**src/rtl/ctl_alu_pkg.sv**
```systemverilog
package ctl_alu_pkg;
  parameter int unsigned ALU_W = 16;

  typedef struct packed {
    logic clr_a;
    logic inv_a;
    logic clr_b;
    logic inv_b;
    logic sel_add;
    logic inv_res;
  } alu_ctl_t;
endpackage

```
**src/rtl/alu_opnd_cond.sv**
```systemverilog
module alu_opnd_cond #(
  parameter int unsigned W = 16
) (
  input  logic [W-1:0] d_in,
  input  logic         clr,
  input  logic         inv,
  output logic [W-1:0] q_out
);
  logic [W-1:0] cleared;

  genvar i;
  generate
    for (i = 0; i < W; i++) begin : g_bit
      assign cleared[i] = d_in[i] & ~clr;
      assign q_out[i]   = cleared[i] ^ inv;
    end
  endgenerate

  always_comb begin
    if (clr) begin
      AST_CLR_THEN_INV: assert (q_out == {W{inv}})
        else $error("cleared operand not constant");
    end
  end
endmodule

```
**src/rtl/alu_half_add.sv**
```systemverilog
module alu_half_add (
  input  logic a,
  input  logic b,
  output logic s,
  output logic co
);
  assign s  = a ^ b;
  assign co = a & b;
endmodule

```
**src/rtl/alu_full_add.sv**
```systemverilog
module alu_full_add (
  input  logic a,
  input  logic b,
  input  logic ci,
  output logic s,
  output logic co
);
  logic p;
  assign p  = a ^ b;
  assign s  = p ^ ci;
  assign co = (a & b) | (ci & p);
endmodule

```
**src/rtl/alu_ripple_add.sv**
```systemverilog
module alu_ripple_add #(
  parameter int unsigned W = 16
) (
  input  logic [W-1:0] a,
  input  logic [W-1:0] b,
  output logic [W-1:0] sum
);
  logic [W-1:0] carry;

  genvar i;
  generate
    for (i = 0; i < W; i++) begin : g_stage
      if (i == 0) begin : g_lsb
        alu_half_add u_ha (
          .a  (a[i]),
          .b  (b[i]),
          .s  (sum[i]),
          .co (carry[i])
        );
      end else begin : g_upper
        alu_full_add u_fa (
          .a  (a[i]),
          .b  (b[i]),
          .ci (carry[i-1]),
          .s  (sum[i]),
          .co (carry[i])
        );
      end
    end
  endgenerate

  always_comb begin
    AST_RIPPLE_SUM: assert ({carry[W-1], sum} == ({1'b0, a} + {1'b0, b}))
      else $error("ripple chain disagrees with arithmetic sum");
  end
endmodule

```
**src/rtl/ctl_alu16.sv**
```systemverilog
module ctl_alu16
  import ctl_alu_pkg::*;
#(
  parameter int unsigned W = ALU_W
) (
  input  logic [W-1:0] a_in,
  input  logic [W-1:0] b_in,
  input  logic         clr_a,
  input  logic         inv_a,
  input  logic         clr_b,
  input  logic         inv_b,
  input  logic         sel_add,
  input  logic         inv_res,
  output logic [W-1:0] res_out,
  output logic         flag_zero,
  output logic         flag_neg
);
  localparam int unsigned MSB = W - 1;

  alu_ctl_t     ctl;
  logic [W-1:0] a_c;
  logic [W-1:0] b_c;
  logic [W-1:0] sum_w;
  logic [W-1:0] and_w;
  logic [W-1:0] core_w;

  assign ctl = '{clr_a: clr_a, inv_a: inv_a, clr_b: clr_b, inv_b: inv_b,
                 sel_add: sel_add, inv_res: inv_res};

  alu_opnd_cond #(.W(W)) u_cond_a (
    .d_in  (a_in),
    .clr   (ctl.clr_a),
    .inv   (ctl.inv_a),
    .q_out (a_c)
  );

  alu_opnd_cond #(.W(W)) u_cond_b (
    .d_in  (b_in),
    .clr   (ctl.clr_b),
    .inv   (ctl.inv_b),
    .q_out (b_c)
  );

  alu_ripple_add #(.W(W)) u_add (
    .a   (a_c),
    .b   (b_c),
    .sum (sum_w)
  );

  assign and_w     = a_c & b_c;
  assign core_w    = ctl.sel_add ? sum_w : and_w;
  assign res_out   = core_w ^ {W{ctl.inv_res}};
  assign flag_zero = ~|res_out;
  assign flag_neg  = res_out[MSB];

  always_comb begin
    AST_FLAGS_EXCL: assert (!(flag_zero && flag_neg))
      else $error("zero and negative flags both set");
    if (!ctl.sel_add) begin
      AST_AND_SUBSET: assert (((core_w & ~a_c) | (core_w & ~b_c)) == '0)
        else $error("AND result has bit outside operands");
    end
    if (ctl.clr_a && ctl.clr_b && !ctl.inv_a && !ctl.inv_b) begin
      AST_ZERO_OPNDS: assert (res_out == {W{ctl.inv_res}})
        else $error("two cleared operands gave wrong result");
    end
  end
endmodule

```
**config.mk**
```make
export PLATFORM = sky130hd
export DESIGN_NAME = ctl_alu16
export DESIGN_NICKNAME = d
export VERILOG_FILES = /design/src/rtl/ctl_alu_pkg.sv /design/src/rtl/alu_opnd_cond.sv /design/src/rtl/alu_half_add.sv /design/src/rtl/alu_full_add.sv /design/src/rtl/alu_ripple_add.sv /design/src/rtl/ctl_alu16.sv
export SDC_FILE = /design/constraint.sdc
export NUM_CORES = 1
export LEC_CHECK = 0
export BUFFER_PORTS_ARGS = -buffer_cell sky130_fd_sc_hd__buf_2
export CAP_MARGIN = 20
export CORE_ASPECT_RATIO = 1.4
export CORE_UTILIZATION = 52
export DETAILED_ROUTE_END_ITERATION = 10
export PLACE_DENSITY = 0.82
export RECOVER_POWER = 25
export SETUP_SLACK_MARGIN = 0.1
export SLEW_MARGIN = 20
export SYNTH_ARGS = -nofsm -noshare
export SYNTH_HDL_FRONTEND = slang
export SYNTH_HIERARCHICAL = 1
export SYNTH_SLANG_ARGS = --single-unit
export TNS_END_PERCENT = 20
```
**constraint.sdc**
```tcl
create_clock -name vclk -period 10.6
set_input_delay 1.06 -clock vclk [all_inputs]
set_output_delay 1.06 -clock vclk [all_outputs]
set_load 0.01 [all_outputs]
```
==> flow_summary.ini, run 1 <==
[global_route]
antenna_found_initial = 0
grt_use_met2 = 0.399
grt_pass1_vias = 1402
grt.busiest_layer = met2
grt_util_met3 = 0.00202
grt_use_total = 0.202
overflow = 0
grtUsageMet1 = 0.245
grt_max_degree = 65
grt_first_pass_wirelength_um = 6130

[worst_setup_path]
cp_max_fo = 16
path_class = in2out
arrival_ps = 8790
endpoint = flag_zero
startpoint_type = input port
cp-end-kind = primary output
path_delay_family = adder cells
cp_num_cells = 24
slowest_delay_ps = 510
crit_start = clr_a
cp.required_ps = 9540
crit_buf_inv = 2
crit_slowest_cell = fa_1
path_cells = buf_2 > nand2b_1 > xnor2_2 > ha_1 > fa_1 > fa_1 > fa_1 > fa_1 > fa_1 > fa_1 > fa_1 > fa_1 > fa_1 > fa_1 > fa_1 > fa_1 > fa_1 > fa_1 > fa_1 > and3_1 > a211oi_2 > nor4_1 > and4_1 > buf_2
cp_common_cell = fa_1

[power]
intPower_mw = 0.0731
pwr-share-seq = 0
pwr-share-comb = 1.000
leakage_nw = 1.01
power_switching_mw = 0.0804
power.density_nw_per_um2 = 72.4
swShare = 0.524
clock_power_share = 0
max-vdd-ir-drop_mv = 0.0405

[logic_synthesis]
ys_seq_area_frac = 0
ys_warn_count = 6
synth_area_per_cell_um2 = 10.7
synth_cell_types = 18
syn_nets = 238
syn_inst = 184
syn-cell-area_um2 = 1970

[floorplanning]
chipHeight_um = 74.9
initial_utilization = 0.542
die_area_um2 = 4050
fp-row-count = 26
core-area_um2 = 3640
io_pins = 56
die_w_um = 54.1

[placement]
port_buffers = 56
place_area_um2 = 2140
placed_cells = 265
dp_hpwl_um = 3140
finalWeightedCongestion = 0.825
place_ws_ps = 793

[finish]
final_area_um2 = 2120
fillers = 350
clock_buffers = 0
final_nets = 279
final_common_cell = buf_2
stdcell_count = 265
diodes = 0
seq_cell_count = 0
drive_gt1_frac = 0.498
syn_to_final_growth_pct = 7.36
mostFrequentLayoutCells = 56 x buf_2, 20 x xnor2_2, 19 x nand2b_4
seq_area_um2 = 0

[sta]
layout_min_cycle_time_ps = 9850
tightest_slew_ps = 814
finalMaxSlewViolations = 0
clock.fmax_mhz = 102
relSlewSlack = 0.457
min_period_over_period = 0.929
rsz0062_at_grt = false
fin_ws_ps = 753
fin_setup_tns_ps = 0
setup_violations = 0
hold_viol_final = 0

[routing]
wl_um = 4000
vias = 1501
drtIter0Drc = 32
ant_nets = 0
avgViaCountPerCell = 5.66
wire_per_inst_um = 15.1
first_pass_iters = 4
remaining_drc_errors = 0

[cts]
post_cts_buffers = 0
postCtsHoldBufs = 0
cts_resized = 0

[flow_run]
drv_cap = 0

[run_status]
status = completed

[min_path]
hp-class = in2out
-- synthesized netlist by cell type --
cell type  number  area share
fa_1           15        0.15
xnor2_1        12       0.053
nor4_1          4       0.013
and3_1         16       0.051
xnor2_2        20        0.16
buf_4           2      0.0076
buf_12          2       0.020
buf_6           9       0.051
a211oi_2       16        0.10
and4b_1        16       0.081
a21oi_1        16       0.041
nand2b_1       12       0.038
nand2b_4       20        0.14
and4_1          1      0.0044
buf_2           5       0.013
ha_1            1      0.0063
nand3b_1       16       0.061
clkbuf_1        1      0.0019
-- worst min-delay path by stage --
stage          slack (ps)  cells after the start          to    start
4_1_cts              2680                      6  res_out[0]  b_in[0]
6_report             2680                      6  res_out[0]  b_in[0]
2_1_floorplan        2410                      4  res_out[0]  b_in[0]
3_5_place_dp         2680                      6  res_out[0]  b_in[0]
5_1_grt              2730                      6  res_out[0]  b_in[0]
3_3_place_gp         2670                      6  res_out[0]  b_in[0]
-- through the flow --
step | hold WS [ps] | utilization | total power, mW
floorplan | 2410 | - | 0.118
finish | 2680 | 0.581 | 0.153
CTS | 2680 | 0.586 | 0.155
detailed placement | 2680 | 0.586 | 0.153
global route | 2730 | 0.581 | 0.168
global placement | 2670 | 0.586 | 0.150
-- power groups by stage --
stage	registers (mW)	logic, mW	clock network [mW]
6_report	0	0.153	0
2_1_floorplan	0	0.118	0
5_1_grt	0	0.168	0
3_3_place_gp	0	0.150	0
4_1_cts	0	0.155	0
3_5_place_dp	0	0.153	0
-- kinds of logic (layout without fill, tap and decap cells) --
kind of cell	after synthesis	after routing	share of synthesized area
AOI/OAI and AO/OA	32	32	0.142
xor gates and xnor gates	32	32	0.218
adders and majority gates	16	16	0.159
buffers and inverters	19	58	0.0938
and+or+nand+nor	85	85	0.387
-- final cells by class --
class	count	area, um^2	area share
timing repair buffer	58	295	0.139
multi-input combinational	165	1770	0.836
tap	42	52.6	0.0248
-- worst min-delay path: stages --
cell	delay [ps]
buf_2	120
nand2b_4	70
xnor2_2	70
nand3b_1	100
a211oi_2	80
buf_2	130
-- routing by layer --
layer | part of all wire | vias up
li1 | - | 738
met4 | 0.010 | 0
met2 | 0.57 | 29
met1 | 0.40 | 730
met5 | 0 | -
met3 | 0.022 | 4
Note: power is estimated with default switching activity, not from simulation.
==> run 2: changes to the inputs <==
- CELL_PAD_IN_SITES_DETAIL_PLACEMENT: unset -> 0
- CELL_PAD_IN_SITES_GLOBAL_PLACEMENT: unset -> 1
- CORE_UTILIZATION: 52 -> 43
- PLACE_DENSITY: 0.82 -> unset
- PLACE_DENSITY_LB_ADDON: unset -> 0.1
==> flow_summary.ini, run 2 (same netlist as run 1, synthesis figures left out) <==
[finish]
stdcell_count = 283
seq_area_um2 = 0
syn_to_final_growth_pct = 8.50
final_nets = 279
mostFrequentLayoutCells = 56 x buf_2, 20 x xnor2_2, 19 x nand2b_4
seq_cell_count = 0
diodes = 0
clock_buffers = 0
drive_gt1_frac = 0.498
final_common_cell = buf_2

[power]
swShare = 0.522
max-vdd-ir-drop_mv = 0.0255
leakage_nw = 1.01
power_switching_mw = 0.0794
pwr-share-seq = 0
intPower_mw = 0.0728
pwr-share-comb = 1.000
power.density_nw_per_um2 = 71.1
finalPower_mw = 0.152
clock_power_share = 0

[sta]
hold_viol_final = 0
relSlewSlack = 0.438
finalMaxSlewViolations = 0
rsz0062_at_grt = false
fin_setup_tns_ps = 0
setup_violations = 0
min_period_over_period = 0.939
layout_min_cycle_time_ps = 9950
clock.fmax_mhz = 101
tightest_slew_ps = 843

[min_path]
hp-class = in2out

[routing]
remaining_drc_errors = 0
drtIter0Drc = 35
vias = 1494
wl_um = 4140
first_pass_iters = 4
ant_nets = 0
avgViaCountPerCell = 5.28
wire_per_inst_um = 14.6

[worst_setup_path]
path_class = in2out
cp_common_cell = fa_1
startpoint_type = input port
slowest_delay_ps = 460
path_cells = buf_2 > nand2b_1 > xnor2_2 > ha_1 > fa_1 > fa_1 > fa_1 > fa_1 > fa_1 > fa_1 > fa_1 > fa_1 > fa_1 > fa_1 > fa_1 > fa_1 > fa_1 > fa_1 > fa_1 > a21oi_1 > a211oi_2 > nor4_1 > and4_1 > buf_2
cp-end-kind = primary output
arrival_ps = 8890
cp.required_ps = 9540
crit_slowest_cell = fa_1
crit_buf_inv = 2
cp_max_fo = 16
path_delay_family = adder cells

[global_route]
grt_use_total = 0.179
grt_max_degree = 65
overflow = 0
grt_first_pass_wirelength_um = 6830
grt_pass1_vias = 1452
antenna_found_initial = 0

[floorplanning]
chipHeight_um = 82.2
core-area_um2 = 4310
die_w_um = 59.3
die_area_um2 = 4870
initial_utilization = 0.458
fp-row-count = 28
io_pins = 56

[cts]
postCtsHoldBufs = 0
post_cts_buffers = 0
cts_resized = 0

[run_status]
status = completed

[placement]
placed_cells = 283
port_buffers = 56
dp_hpwl_um = 3290
finalWeightedCongestion = 0.826

[flow_run]
drv_cap = 0
[run 2: cell counts in the layout (fill, tap and decap cells not counted)]
No cell type changed its count.
[run 2: final cells by class]
type	instances	area (um^2)
tap	60	75.1
multi-input combinational	165	1770
fill	436	2170
timing repair buffer	58	295
[run 2: metal layers]
metal | track usage | share of wire | vias to the layer above
met4 | 0.0238 | 0.016 | 0
met5 | 0 | 0 | -
met3 | 0.00312 | 0.031 | 4
li1 | - | - | 741
met1 | 0.240 | 0.43 | 714
met2 | 0.325 | 0.52 | 35
[run 2: tightest hold or removal path, stage by stage]
cell and delay, ps:
buf_2 130, xnor2_2 100, nand3b_1 110, a211oi_2 80, buf_2 130
[run 2: path summary, 6_finish.rpt]
check	startpoint	to	slack (ps)	cells after the start
max	clr_a	flag_zero	650	24
min	inv_a	res_out[0]	2680	5
[run 2: stage by stage]
| stage | setup WS, ps | cell area (um^2) | util | hold slack (ps) |
|---|---|---|---|---|
| detailed placement | 716 | 2160 | 0.501 | 2670 |
| finish | 650 | 2140 | 0.497 | 2680 |
| floorplan | 1290 | 1970 | - | 2410 |
| global route | 352 | 2140 | 0.497 | 2720 |
| CTS | 688 | 2160 | 0.501 | 2680 |
| global placement | 945 | 2160 | 0.501 | 2650 |
[run 2: power by group through the flow]
stage	clock (mW)	sequential, mW	combinational (mW)
2_1_floorplan	0	0	0.118
3_3_place_gp	0	0	0.151
3_5_place_dp	0	0	0.154
4_1_cts	0	0	0.155
5_1_grt	0	0	0.170
6_report	0	0	0.152
